[config.mk]
export PLATFORM = sky130hd
export DESIGN_NAME = clk_div_int
export DESIGN_NICKNAME = d
export VERILOG_FILES = /design/src/rtl/clkdiv_pkg.sv /design/src/rtl/clkdiv_plan.sv /design/src/rtl/clkdiv_phase_gen.sv /design/src/rtl/clk_div_int.sv
export SDC_FILE = /design/constraint.sdc
export NUM_CORES = 1
export LEC_CHECK = 0
export BUFFER_PORTS_ARGS = -buffer_cell sky130_fd_sc_hd__buf_2
export CAP_MARGIN = 20
export CORE_MARGIN = 2
export CORE_UTILIZATION = 40
export DETAILED_ROUTE_END_ITERATION = 8
export GPL_TIMING_DRIVEN = 0
export SLEW_MARGIN = 20
export SYNTH_ARGS = -nofsm -noshare
export SYNTH_HDL_FRONTEND = slang
export SYNTH_HIERARCHICAL = 1
export SYNTH_SLANG_ARGS = --single-unit
[constraint.sdc]
create_clock -name clk_in -period 4.6 [get_ports clk_in]
set_input_delay 0.23 -clock clk_in [delete_from_list [all_inputs] [get_ports clk_in]]
set_output_delay 0.23 -clock clk_in [all_outputs]
set_load 0.02 [all_outputs]
[src/rtl/clkdiv_pkg.sv]
package clkdiv_pkg;

    // Which output path the effective ratio selects.
    typedef enum logic [1:0] {
        MODE_BYPASS = 2'd0,
        MODE_EVEN   = 2'd1,
        MODE_ODD    = 2'd2
    } div_mode_e;

endpackage

[src/rtl/clkdiv_plan.sv]
// Decodes the static ratio into a path choice and the counts at which the
// phase flops are set, cleared and the counters wrap.
module clkdiv_plan
    import clkdiv_pkg::*;
#(
    parameter int RATIO_W = 8
) (
    input  logic [RATIO_W-1:0] ratio,
    output div_mode_e          mode,
    output logic [RATIO_W-1:0] last_cnt,
    output logic [RATIO_W-1:0] set_cnt,
    output logic [RATIO_W-1:0] clr_cnt
);

    localparam logic [RATIO_W-1:0] ONE = RATIO_W'(1);

    logic [RATIO_W-1:0] n_eff;

    always_comb begin
        n_eff    = (ratio == '0) ? ONE : ratio;
        last_cnt = n_eff - ONE;
        mode     = MODE_BYPASS;
        set_cnt  = '0;
        clr_cnt  = '0;
        if (n_eff == ONE) begin
            mode = MODE_BYPASS;
        end else if (n_eff[0] == 1'b0) begin
            // even: high at N/2-1, low at N-1
            mode    = MODE_EVEN;
            set_cnt = (n_eff >> 1) - ONE;
            clr_cnt = last_cnt;
        end else begin
            // odd: high at wrap, low at (N-1)/2-1 -> high for (N-1)/2 cycles
            mode    = MODE_ODD;
            set_cnt = last_cnt;
            clr_cnt = (last_cnt >> 1) - ONE;
        end
    end

endmodule

[src/rtl/clkdiv_phase_gen.sv]
// Wrapping counter plus a phase flop, clocked on the edge FALL_EDGE selects.
module clkdiv_phase_gen #(
    parameter int RATIO_W   = 8,
    parameter bit FALL_EDGE = 1'b0
) (
    input  logic               clk,
    input  logic               rst_n,
    input  logic               enable,
    input  logic [RATIO_W-1:0] last_cnt,
    input  logic [RATIO_W-1:0] set_cnt,
    input  logic [RATIO_W-1:0] clr_cnt,
    output logic               phase,
    output logic [RATIO_W-1:0] cnt
);

    typedef struct packed {
        logic [RATIO_W-1:0] cnt;
        logic               phase;
    } gen_state_t;

    gen_state_t st_d, st_q;

    always_comb begin
        st_d = st_q;
        if (!enable) begin
            st_d = '0;
        end else begin
            if (st_q.cnt >= last_cnt) begin
                st_d.cnt = '0;
            end else begin
                st_d.cnt = st_q.cnt + RATIO_W'(1);
            end
            if (st_q.cnt == set_cnt) begin
                st_d.phase = 1'b1;
            end else if (st_q.cnt == clr_cnt) begin
                st_d.phase = 1'b0;
            end
        end
    end

    generate
        if (FALL_EDGE) begin : g_fall
            always_ff @(negedge clk or negedge rst_n) begin
                if (!rst_n) begin
                    st_q <= '0;
                end else begin
                    st_q <= st_d;
                end
            end
        end else begin : g_rise
            always_ff @(posedge clk or negedge rst_n) begin
                if (!rst_n) begin
                    st_q <= '0;
                end else begin
                    st_q <= st_d;
                end
            end
        end
    endgenerate

    assign phase = st_q.phase;
    assign cnt   = st_q.cnt;

endmodule

[src/rtl/clk_div_int.sv]
// Integer clock divider, 50% duty for even and odd ratios.
module clk_div_int
    import clkdiv_pkg::*;
#(
    parameter int RATIO_W = 8
) (
    input  logic               clk_in,
    input  logic               rst_n,
    input  logic [RATIO_W-1:0] ratio,
    output logic               clk_out
);

    div_mode_e          mode;
    logic [RATIO_W-1:0] last_cnt;
    logic [RATIO_W-1:0] set_cnt;
    logic [RATIO_W-1:0] clr_cnt;
    logic               rise_ph;
    logic               fall_ph;
    logic [RATIO_W-1:0] rise_cnt;
    logic [RATIO_W-1:0] fall_cnt;
    logic               rise_en;
    logic               fall_en;

    clkdiv_plan #(.RATIO_W(RATIO_W)) u_plan (
        .ratio    (ratio),
        .mode     (mode),
        .last_cnt (last_cnt),
        .set_cnt  (set_cnt),
        .clr_cnt  (clr_cnt)
    );

    assign rise_en = (mode != MODE_BYPASS);
    assign fall_en = (mode == MODE_ODD);

    clkdiv_phase_gen #(.RATIO_W(RATIO_W), .FALL_EDGE(1'b0)) u_rise (
        .clk      (clk_in),
        .rst_n    (rst_n),
        .enable   (rise_en),
        .last_cnt (last_cnt),
        .set_cnt  (set_cnt),
        .clr_cnt  (clr_cnt),
        .phase    (rise_ph),
        .cnt      (rise_cnt)
    );

    clkdiv_phase_gen #(.RATIO_W(RATIO_W), .FALL_EDGE(1'b1)) u_fall (
        .clk      (clk_in),
        .rst_n    (rst_n),
        .enable   (fall_en),
        .last_cnt (last_cnt),
        .set_cnt  (set_cnt),
        .clr_cnt  (clr_cnt),
        .phase    (fall_ph),
        .cnt      (fall_cnt)
    );

    always_comb begin
        unique case (mode)
            MODE_EVEN: clk_out = rise_ph;
            MODE_ODD:  clk_out = rise_ph | fall_ph;
            default:   clk_out = clk_in & rst_n;
        endcase
    end

endmodule

* Word level (Yosys, flattened, before mapping)
Index checks and enable logic that the tools add are counted.
Storage, ports and cells: register bits after elaboration 18, bits of input ports 10
Cells by class: add/sub/neg operators 5, magnitude comparators 2, equality and inequality tests 9, multiplexer cells 16, bitwise operators 2, reductions and logical operators 2
Operator list (number):
- $mux 8 | 7
- $eq 8x8->1 | 4
- $mux 9 | 2
- $add 8x1->8 const B | 2
- $ge 8x8->1 | 2
- $sub 7x1->8 const B | 2
- $eq 8x1->1 const B | 1
- $logic_not 8->1 | 1
- $sub 8x1->8 const B | 1
- $ne 3x3->1 const B | 2
- $mux 1 | 4
- $mux 2 | 2
- $eq 2x1->1 const B | 1
- $eq 2x2->1 const B | 1
- $pmux 1 s2 | 1
- $reduce_bool 2->1 | 1
- $and 1x1->1 | 1
- $or 1x1->1 | 1

* Longest topological paths before layout
Gate-level depths: netlist (run 1).
word-level depth 10, depth in mapped cells 16, depth with buffers taken out 14

* By module
The synthesis (run 1) kept the hierarchy.
Modules (own cells, without submodules):
- clkdiv_phase_gen | instances 2, cells each 80, area an instance 772.0 sq um
- clkdiv_plan | instances 1, cells each 100, area an instance 663.1 sq um
- clk_div_int | instances 1, cells each 10, area an instance 68.8 sq um

==> flow_summary.json, run 1 <==
{
  "critical-path-top-delay-family": "simple AND/OR/NAND/NOR gates",
  "fin_skew_ps": 4.757,
  "synthArstFlopShare": 1.000,
  "seqCellArea_um2": 450.4,
  "clkTransAtPathRegs_ps": 70,
  "synthCells": 270,
  "fp.dieArea_mm2": 0.006309,
  "slew_violations": 0,
  "slew_headroom": 0.6248,
  "routedWlPerCell_um": 15.52,
  "critPathCaptureType": "flop",
  "startpoint_type": "primary input",
  "avgSynthCellArea_um2": 8.429,
  "drv_cap": 0,
  "io_pins": 11,
  "placed_cells": 347,
  "grt.overflow.total": 0,
  "cp_max_fo": 4,
  "grt_pass1_wl_mm": 10.09,
  "post-dp-hpwl_mm": 4.237,
  "synth_compound_area_frac": 0.1567,
  "crit_chain": "buf_12, nor4_4, a21oi_4, ha_4, or3b_4, xor2_4, inv_2, or4_4, o22a_1, nor2_2, xnor2_1, nand4_1, o211ai_1, o41ai_2",
  "cts_tree": "done",
  "setup-violations-final": 9,
  "diodes": 0,
  "grt_antenna_before_repair": 0,
  "routabilityCongestion": 0.8180,
  "via_per_inst": 5.387,
  "yosysUniqueCellTypes": 50,
  "drc": 0,
  "critPathBufInv": 2,
  "grt_max_degree": 20,
  "ys_seq_area_frac": 0.1979,
  "drt-pass1-iter-count": 4,
  "vdd_drop_max_v": 0.0002326,
  "hold_class": "in -> async",
  "synth_seq_cells": 18,
  "tns_ps": -1613,
  "io_buffer_count": 5,
  "multi_input_area_mm2": 0.001854,
  "violations": "negative setup slack",
  "final.setup.worst_slack_ps": -345.6,
  "drive_gt1_frac": 0.3117,
  "cp_data_required_time_ps": 2530,
  "crit-reg2reg-capture": "u_rise/cnt[2]$_DFF_PN0_",
  "critPathArrivalTime_ps": 2880,
  "max_stage_delay_ps": 440,
  "report.power.total_uw": 723.1,
  "synth-simple-area-share": 0.2018,
  "start_util": 0.4133,
  "powerDensity_mw_per_mm2": 239.3,
  "synth_mux_area_frac": 0,
  "worstReg2RegStart": "u_rise/cnt[0]$_DFF_PN0_",
  "die_w_um": 79.43,
  "tightest_slew_ps": 558.5,
  "initialDrtViolationCount": 146,
  "ff2ff_path_depth": 6,
  "synth_top_cell_by_area": "ha_1",
  "critPathKind": "in -> reg",
  "synth_flop_cell": "dfrtp_1",
  "wirelength_mm": 5.899,
  "synth_area_mm2": 0.002276,
  "instances_no_fill": 380,
  "syn_nets": 307,
  "vias": 2047,
  "die_h_um": 79.43,
  "areaGrowthSynthToFinish_pct": 32.77,
  "cp_slowest_cell": "or4_4",
  "synth_top_family_by_area": "XOR/XNOR gates",
  "hold_viol": 0,
  "synth_xor_area_frac": 0.2073,
  "fillerInstances": 479,
  "fp.coreArea_mm2": 0.005507,
  "hold_slack_ps": 327.7,
  "clk_latency_ps": 360,
  "yosysWarnings": 6,
  "synth_adder_area_share": 0.1484,
  "r2r_slack_ps": 2790,
  "rsz0062_at_grt": "true",
  "synth_area_leaders": "ha_1, xor2_1, dfrtn_1",
  "outcome": "complete, but fails checks",
  "grt_pass1_vias": 2083,
  "fin_nets": 346,
  "synth_edf_count": 0,
  "synth_top_area_share": 0.1484,
  "drtAntennaViolNets": 0,
  "leakagePower_nw": 1.398,
  "core.rowCount": 27,
  "track_usage": 0.2089
}
[what timing repair did]
action,CTS,global route
endpoints found under the setup margin,9,9
pin swaps,18,13
hold buffers,1,0
endpoints found under the hold margin,9,0
gates resized for setup,36,16
setup buffers,20,6
[power by group]
group	switching (mW)	internal, mW
logic	0.165	0.151
registers	0.0219	0.175
clock network	0.0747	0.135
[metrics by stage]
step / setup slack [ps] / util / instance area [um2]
6_report: -345.6 / 0.5487 / 3022
3_5_place_dp: -1282 / 0.4508 / 2482
4_1_cts: -305.3 / 0.5272 / 2903
3_3_place_gp: -1311 / 0.4508 / 2482
5_1_grt: -461.3 / 0.5487 / 3022
2_1_floorplan: -742.0 / - / 2367
[routing by layer]
layer,up-vias,global-route usage,wire (um),share of wire
li1,1011,-,-,-
met1,976,0.2763,2771,0.47
met2,52,0.3336,2796,0.47
met3,8,0.05430,252,0.043
met4,0,0.06379,80,0.014
met5,-,0,0,0
[area by class of cell]
type	count	share of cell area
multi-input combinational	207	0.6137
timing repair buffer	30	0.08282
inverter	33	0.05093
buffer	12	0.04017
tap	72	0.02981
clock buffer	8	0.03354
sequential	18	0.1491
[state kept, by name, summed over array words and instances, names as in the netlist]
signal,flops
u_fall/cnt,8
u_rise/cnt,8
u_fall/phase,1
u_rise/phase,1
[cell usage after synthesis, types with 5 or more instances]
| library cell | number |
|---|---|
| a21oi_1 | 8 |
| buf_2 | 7 |
| dfrtn_1 | 9 |
| dfrtp_1 | 9 |
| ha_1 | 27 |
| inv_1 | 32 |
| nand2_1 | 6 |
| nand2b_1 | 5 |
| nand3_1 | 14 |
| nor2_1 | 26 |
| nor3_1 | 7 |
| o21ai_0 | 5 |
| xnor2_1 | 25 |
| xor2_1 | 27 |
[worst max path at each step]
stage | slack, ps | start | end | cells after the start
floorplan | -740 | ratio[3] | u_fall/phase$_DFFE_NN0P_ | 14
global placement | -1310 | ratio[1] | u_fall/phase$_DFFE_NN0P_ | 14
detailed placement | -1280 | ratio[1] | u_fall/phase$_DFFE_NN0P_ | 14
CTS | -310 | ratio[1] | u_fall/phase$_DFFE_NN0P_ | 14
global route | -460 | ratio[2] | u_fall/phase$_DFFE_NN0P_ | 15
finish | -350 | ratio[1] | u_fall/phase$_DFFE_NN0P_ | 14
[placed cells by master, fill, tap and decap left out, types with 3 or more instances in the layout]
cell type	n
buf_4	26
inv_1	25
nor2_1	25
xor2_1	24
xnor2_1	24
ha_1	23
nand3_1	14
dfrtn_1	9
dfrtp_1	9
a21oi_1	7
clkbuf_8	7
nand2_1	6
o21ai_0	5
buf_2	5
buf_6	5
nand2b_1	5
nor3_1	5
buf_12	4
o211ai_1	4
nand4_1	4
inv_2	4
and3_1	3
o21a_1	3
a21o_1	3
a221oi_2	3
ha_4	3
[kinds of logic (layout without fill, tap and decap cells)]
kind of cell	after synthesis	after routing
simple gates	82	82
xor+xnor	53	53
compound gates	45	45
buf+inv	45	83
fa+ha+maj	27	27
flops	18	18
[worst reg2reg max path, cell delays in order (launching register included)]
cell and delay [ps]:
dfrtp_1 510, inv_1 80, ha_1 260, nand2b_1 150
a2111oi_2 410, o21ai_2 190, nor2_1 140
(Power assumes the default switching activity.)
==> run 2, diff against run 1 <==
- SKIP_CTS_REPAIR_TIMING: not set -> 1
==> run 2 against run 1 <==
The run still ends with negative setup slack left. Sequential power about the same. Via count down 1.6%. Critical path depth unchanged. Core utilization down 1.2 points. Flip-flop and latch count unchanged. Combinational power down 3%. First-iteration DRC count down 12%. Wire length down 1.7%. Critical endpoint unchanged.
==> flow_summary.json, run 2 (synthesis results as in run 1) <==
{
  "outcome": "complete, but fails checks",
  "violations": "negative setup slack",
  "hold_viol": 0,
  "tightest_slew_ps": 539.1,
  "startpoint_type": "primary input",
  "crit_chain": "buf_6, inv_4, ha_1, and2_1, a211o_2, xor2_4, inv_2, or4_4, o22a_1, nor2_4, xnor2_1, nand4_1, o211ai_1, o41ai_2",
  "clk_latency_ps": 360,
  "setup-violations-final": 9,
  "drive_gt1_frac": 0.2957,
  "p_sw_uw": 257.6,
  "diodes": 0,
  "slew_headroom": 0.6406,
  "max_stage_delay_ps": 520,
  "pwr-share-seq": 0.276,
  "fp.dieArea_mm2": 0.006309,
  "grt_antenna_before_repair": 0,
  "grt_pass1_vias": 1902,
  "r2r_slack_ps": 2800,
  "placed_cells": 347,
  "grt.overflow.total": 0,
  "cp_slowest_cell": "or4_4",
  "slew_violations": 0,
  "grt_pass1_wl_mm": 9.377,
  "die_h_um": 79.43,
  "fin_nets": 339,
  "tns_ps": -2838,
  "drtAntennaViolNets": 0,
  "powerDensity_mw_per_mm2": 241.2,
  "grt_max_degree": 20,
  "crit-reg2reg-capture": "u_rise/cnt[2]$_DFF_PN0_",
  "start_util": 0.4133,
  "clock_power_share": 0.294,
  "clkTransAtPathRegs_ps": 70,
  "fin_skew_ps": 3.851,
  "io_buffer_count": 5,
  "fp.coreArea_mm2": 0.005507,
  "core.rowCount": 27,
  "io_pins": 11,
  "comb_power_share": 0.430,
  "critical-path-top-delay-family": "simple AND/OR/NAND/NOR gates",
  "critPathArrivalTime_ps": 2960,
  "instances_no_fill": 373,
  "drv_cap": 0,
  "routabilityCongestion": 0.8180,
  "final.setup.worst_slack_ps": -434.0,
  "switching_share": 0.3614,
  "hold_slack_ps": 329.0,
  "critPathBufInv": 3,
  "vias": 2014,
  "die_w_um": 79.43,
  "wirelength_mm": 5.800,
  "rsz0062_at_grt": "true",
  "drc": 0,
  "post-dp-hpwl_mm": 4.237,
  "worstReg2RegStart": "u_rise/cnt[0]$_DFF_PN0_",
  "critPathCaptureType": "flop",
  "drt-pass1-iter-count": 4,
  "final_common_cell": "inv_1",
  "ff2ff_path_depth": 6,
  "layout_common_cells": "inv_1, nor2_1, ha_1, xor2_1, xnor2_1",
  "fillerInstances": 497,
  "cp_max_fo": 6,
  "intPower_uw": 455.2,
  "critPathKind": "in -> reg",
  "hold_class": "in -> async",
  "initialDrtViolationCount": 129,
  "leakagePower_nw": 1.366,
  "cts_tree": "done",
  "track_usage": 0.1951,
  "vdd_drop_max_v": 0.0002327,
  "routedWlPerCell_um": 15.55,
  "via_per_inst": 5.399,
  "areaGrowthSynthToFinish_pct": 29.85,
  "cp_data_required_time_ps": 2530
}
run 2: layout make-up:
cell class                 count  area, um2  area share
sequential                    18      450.4      0.1524
buffer                        12      121.4     0.04107
multi-input combinational    207       1864      0.6308
timing repair buffer          23      188.9     0.06393
clock buffer                   8      101.3     0.03429
tap                           72      90.09     0.03048
inverter                      33      138.9     0.04699
run 2: worst max path at each step:
stage	startpoint	end	cells past startpoint
floorplan	ratio[3]	u_fall/phase$_DFFE_NN0P_	14
global placement	ratio[1]	u_fall/phase$_DFFE_NN0P_	14
detailed placement	ratio[1]	u_fall/phase$_DFFE_NN0P_	14
CTS	ratio[1]	u_fall/phase$_DFFE_NN0P_	14
global route	ratio[4]	u_fall/phase$_DFFE_NN0P_	14
finish	ratio[2]	u_fall/phase$_DFFE_NN0P_	14
run 2: through the flow:
step / power (mW) / utilization / cell area (um2) / setup WS (ps)
detailed placement: 0.4817 / 0.4508 / 2482 / -1282
global route: 0.7702 / 0.5367 / 2955 / -582.8
global placement: 0.4739 / 0.4508 / 2482 / -1311
finish: 0.7128 / 0.5367 / 2955 / -434.0
floorplan: 0.4217 / - / 2367 / -742.0
CTS: 0.6895 / 0.4683 / 2579 / -892.3
run 2: metal layers:
layer | global-route usage | wire [um] | up-vias
met5 | 0 | 0 | -
met4 | 0.05345 | 36 | 0
met3 | 0.05204 | 195 | 4
met2 | 0.3084 | 2836 | 37
met1 | 0.2621 | 2732 | 976
li1 | - | - | 997
run 2: worst register-to-register path: cells and delay by family, from the launching register on:
| family | cells | cell delay [ps] |
|---|---|---|
| buffers and inverters | 1 | 80 |
| adders and majority gates | 1 | 260 |
| AOI/OAI and AO/OA | 2 | 590 |
| and+or+nand+nor | 2 | 290 |
| DFF | 1 | 500 |
run 2: power groups by stage:
stage          Combinational (mW)  Sequential, mW  Clock (mW)
2_1_floorplan               0.221           0.193     0.00771
3_3_place_gp                0.266           0.198     0.00977
3_5_place_dp                0.272           0.200     0.00977
4_1_cts                     0.273           0.197       0.219
5_1_grt                     0.342           0.200       0.228
6_report                    0.307           0.197       0.210
==> run 3, diff against run 2 <==
==> constraint.sdc (replaced) <==
create_clock -name clk_in -period 4.6 [get_ports clk_in]
set_input_delay 1.38 -clock clk_in [delete_from_list [all_inputs] [get_ports clk_in]]
set_output_delay 1.38 -clock clk_in [all_outputs]
set_load 0.02 [all_outputs]
==> run 3 against run 2 <==
The flow still finishes with violations (negative setup slack). Register-to-register slack got worse by 20 ps. Sequential share of layout area fell by 0.91 points. First-iteration DRC count fell by 32%. Non-clock buffer count rose by 15. Worst hold slack improved by 150 ps. Die area did not move. Worst setup slack got worse by 1100 ps. Power rose by 0.15%. Count of clock-buffer cells in the layout fell by 1. Final cell count rose by 4.0%. Sequential power barely moved.
==> flow_summary.json, run 3 (synthesis results as in run 1) <==
{
  "outcome": "complete, but fails checks",
  "violations": "negative setup slack",
  "setup-violations-final": 10,
  "crit_start": "ratio[2]",
  "fp.coreArea_mm2": 0.005507,
  "fp.dieArea_mm2": 0.006309,
  "powerDensity_mw_per_mm2": 227.1,
  "grt_pass1_vias": 1958,
  "crit_cells": 14,
  "slew_violations": 0,
  "critPathKind": "in -> reg",
  "tightest_slew_ps": 580.4,
  "via_per_inst": 5.325,
  "track_usage": 0.1894,
  "diodes": 0,
  "cts_tree": "done",
  "wirelength_mm": 5.964,
  "startpoint_type": "primary input",
  "final.setup.worst_slack_ps": -1528,
  "core.rowCount": 27,
  "hold_class": "reg -> reg",
  "grt.overflow.total": 0,
  "vdd_drop_max_v": 0.0002031,
  "cp_data_required_time_ps": 2530,
  "slew_headroom": 0.6130,
  "vias": 2066,
  "drive_gt1_frac": 0.3513,
  "intPower_uw": 454.9,
  "critical-path-top-delay-family": "simple AND/OR/NAND/NOR gates",
  "fin_skew_ps": 2.180,
  "switching_share": 0.3628,
  "post-dp-hpwl_mm": 4.160,
  "grt_max_degree": 20,
  "min_from": "u_fall/cnt[0]$_DFF_NN0_",
  "rsz0062_at_grt": "true",
  "areaGrowthSynthToFinish_pct": 38.10,
  "die_w_um": 79.43,
  "dp_slack_ps": -2412,
  "critPathBufInv": 2,
  "start_util": 0.4133,
  "clk_latency_ps": 360,
  "routedWlPerCell_um": 15.37,
  "critPathCaptureType": "flop",
  "cp_max_fo": 6,
  "crit-reg2reg-capture": "u_fall/cnt[0]$_DFF_NN0_",
  "initialDrtViolationCount": 88,
  "grt_pass1_wl_mm": 9.239,
  "clock_power_share": 0.273,
  "crit_chain": "buf_12, nor4_4, a21oi_4, ha_4, or3b_4, xor2_4, inv_2, or4_4, o22a_1, nor2_2, xnor2_1, nand4_1, o211ai_1, o41ai_2",
  "p_sw_uw": 259.0,
  "tns_ps": -12980,
  "design_area_mm2": 0.003143,
  "fin_nets": 354,
  "worstReg2RegStart": "u_fall/cnt[0]$_DFF_NN0_",
  "routabilityCongestion": 0.8077,
  "critPathArrivalTime_ps": 4060,
  "drtAntennaViolNets": 0,
  "drv_cap": 0,
  "io_buffer_count": 5,
  "drt-pass1-iter-count": 4,
  "grt_antenna_before_repair": 0,
  "comb_power_share": 0.453,
  "final_common_cell": "buf_4",
  "layout_common_cells": "buf_4, inv_1, xor2_1, xnor2_1, nor2_1",
  "drc": 0,
  "worstHoldEndpoint": "u_fall/cnt[0]$_DFF_NN0_",
  "pwr-share-seq": 0.275,
  "io_pins": 11,
  "r2r_slack_ps": 2780,
  "cp_slowest_cell": "or4_4",
  "clkTransAtPathRegs_ps": 50,
  "hold_depth": 1,
  "die_h_um": 79.43,
  "hold_viol": 0,
  "ff2ff_path_depth": 6,
  "placed_cell_area_mm2": 0.002495,
  "leakagePower_nw": 1.446,
  "max_stage_delay_ps": 450
}
## run 3: power by group through the flow
stage	Combinational, mW	Sequential, mW	Clock, mW
2_1_floorplan	0.222	0.193	0.00983
3_3_place_gp	0.267	0.199	0.0119
3_5_place_dp	0.272	0.199	0.0119
4_1_cts	0.273	0.196	0.201
5_1_grt	0.361	0.199	0.211
6_report	0.323	0.196	0.195
## run 3: worst max path at each step
| stage | slack [ps] | to |
|---|---|---|
| 2_1_floorplan | -1890 | u_fall/phase$_DFFE_NN0P_ |
| 3_3_place_gp | -2460 | u_fall/phase$_DFFE_NN0P_ |
| 3_5_place_dp | -2410 | u_fall/phase$_DFFE_NN0P_ |
| 4_1_cts | -2020 | u_fall/phase$_DFFE_NN0P_ |
| 5_1_grt | -1640 | u_fall/phase$_DFFE_NN0P_ |
| 6_report | -1530 | u_fall/phase$_DFFE_NN0P_ |
## run 3: final cells by class
| class | instances | area [um2] |
|---|---|---|
| Buffer | 12 | 146.4 |
| Clock buffer | 7 | 90.09 |
| Clock inverter | 1 | 3.754 |
| Fill cell | 470 | 2364 |
| Inverter | 33 | 138.9 |
| Multi-Input combinational cell | 207 | 1891 |
| Sequential cell | 18 | 450.4 |
| Tap cell | 72 | 90.09 |
| Timing Repair Buffer | 38 | 332.8 |
## run 3: routing by layer
| layer | up-vias | global-route usage | wire [um] |
|---|---|---|---|
| li1 | 1023 | - | - |
| met1 | 1005 | 0.2546 | 2837 |
| met2 | 32 | 0.2941 | 2888 |
| met3 | 6 | 0.04864 | 168 |
| met4 | 0 | 0.06552 | 70 |
| met5 | - | 0 | 0 |
## run 3: worst reg2reg max path, cell delays in order, from the launching register on
cell	delay, ps
dfrtn_1	560
inv_1	80
ha_1	260
nand2b_1	160
a2111oi_2	500
o21ai_4	170
nor2_2	130
## run 3: through the flow
stage	std cells	utilization	hold WS [ps]	power [mW]
floorplan	270	-	423.4	0.4251
global route	388	0.5708	513.6	0.7714
CTS	354	0.4688	496.3	0.6699
finish	388	0.5708	476.8	0.7139
detailed placement	347	0.4531	496.3	0.4827
global placement	347	0.4531	484.1	0.4779
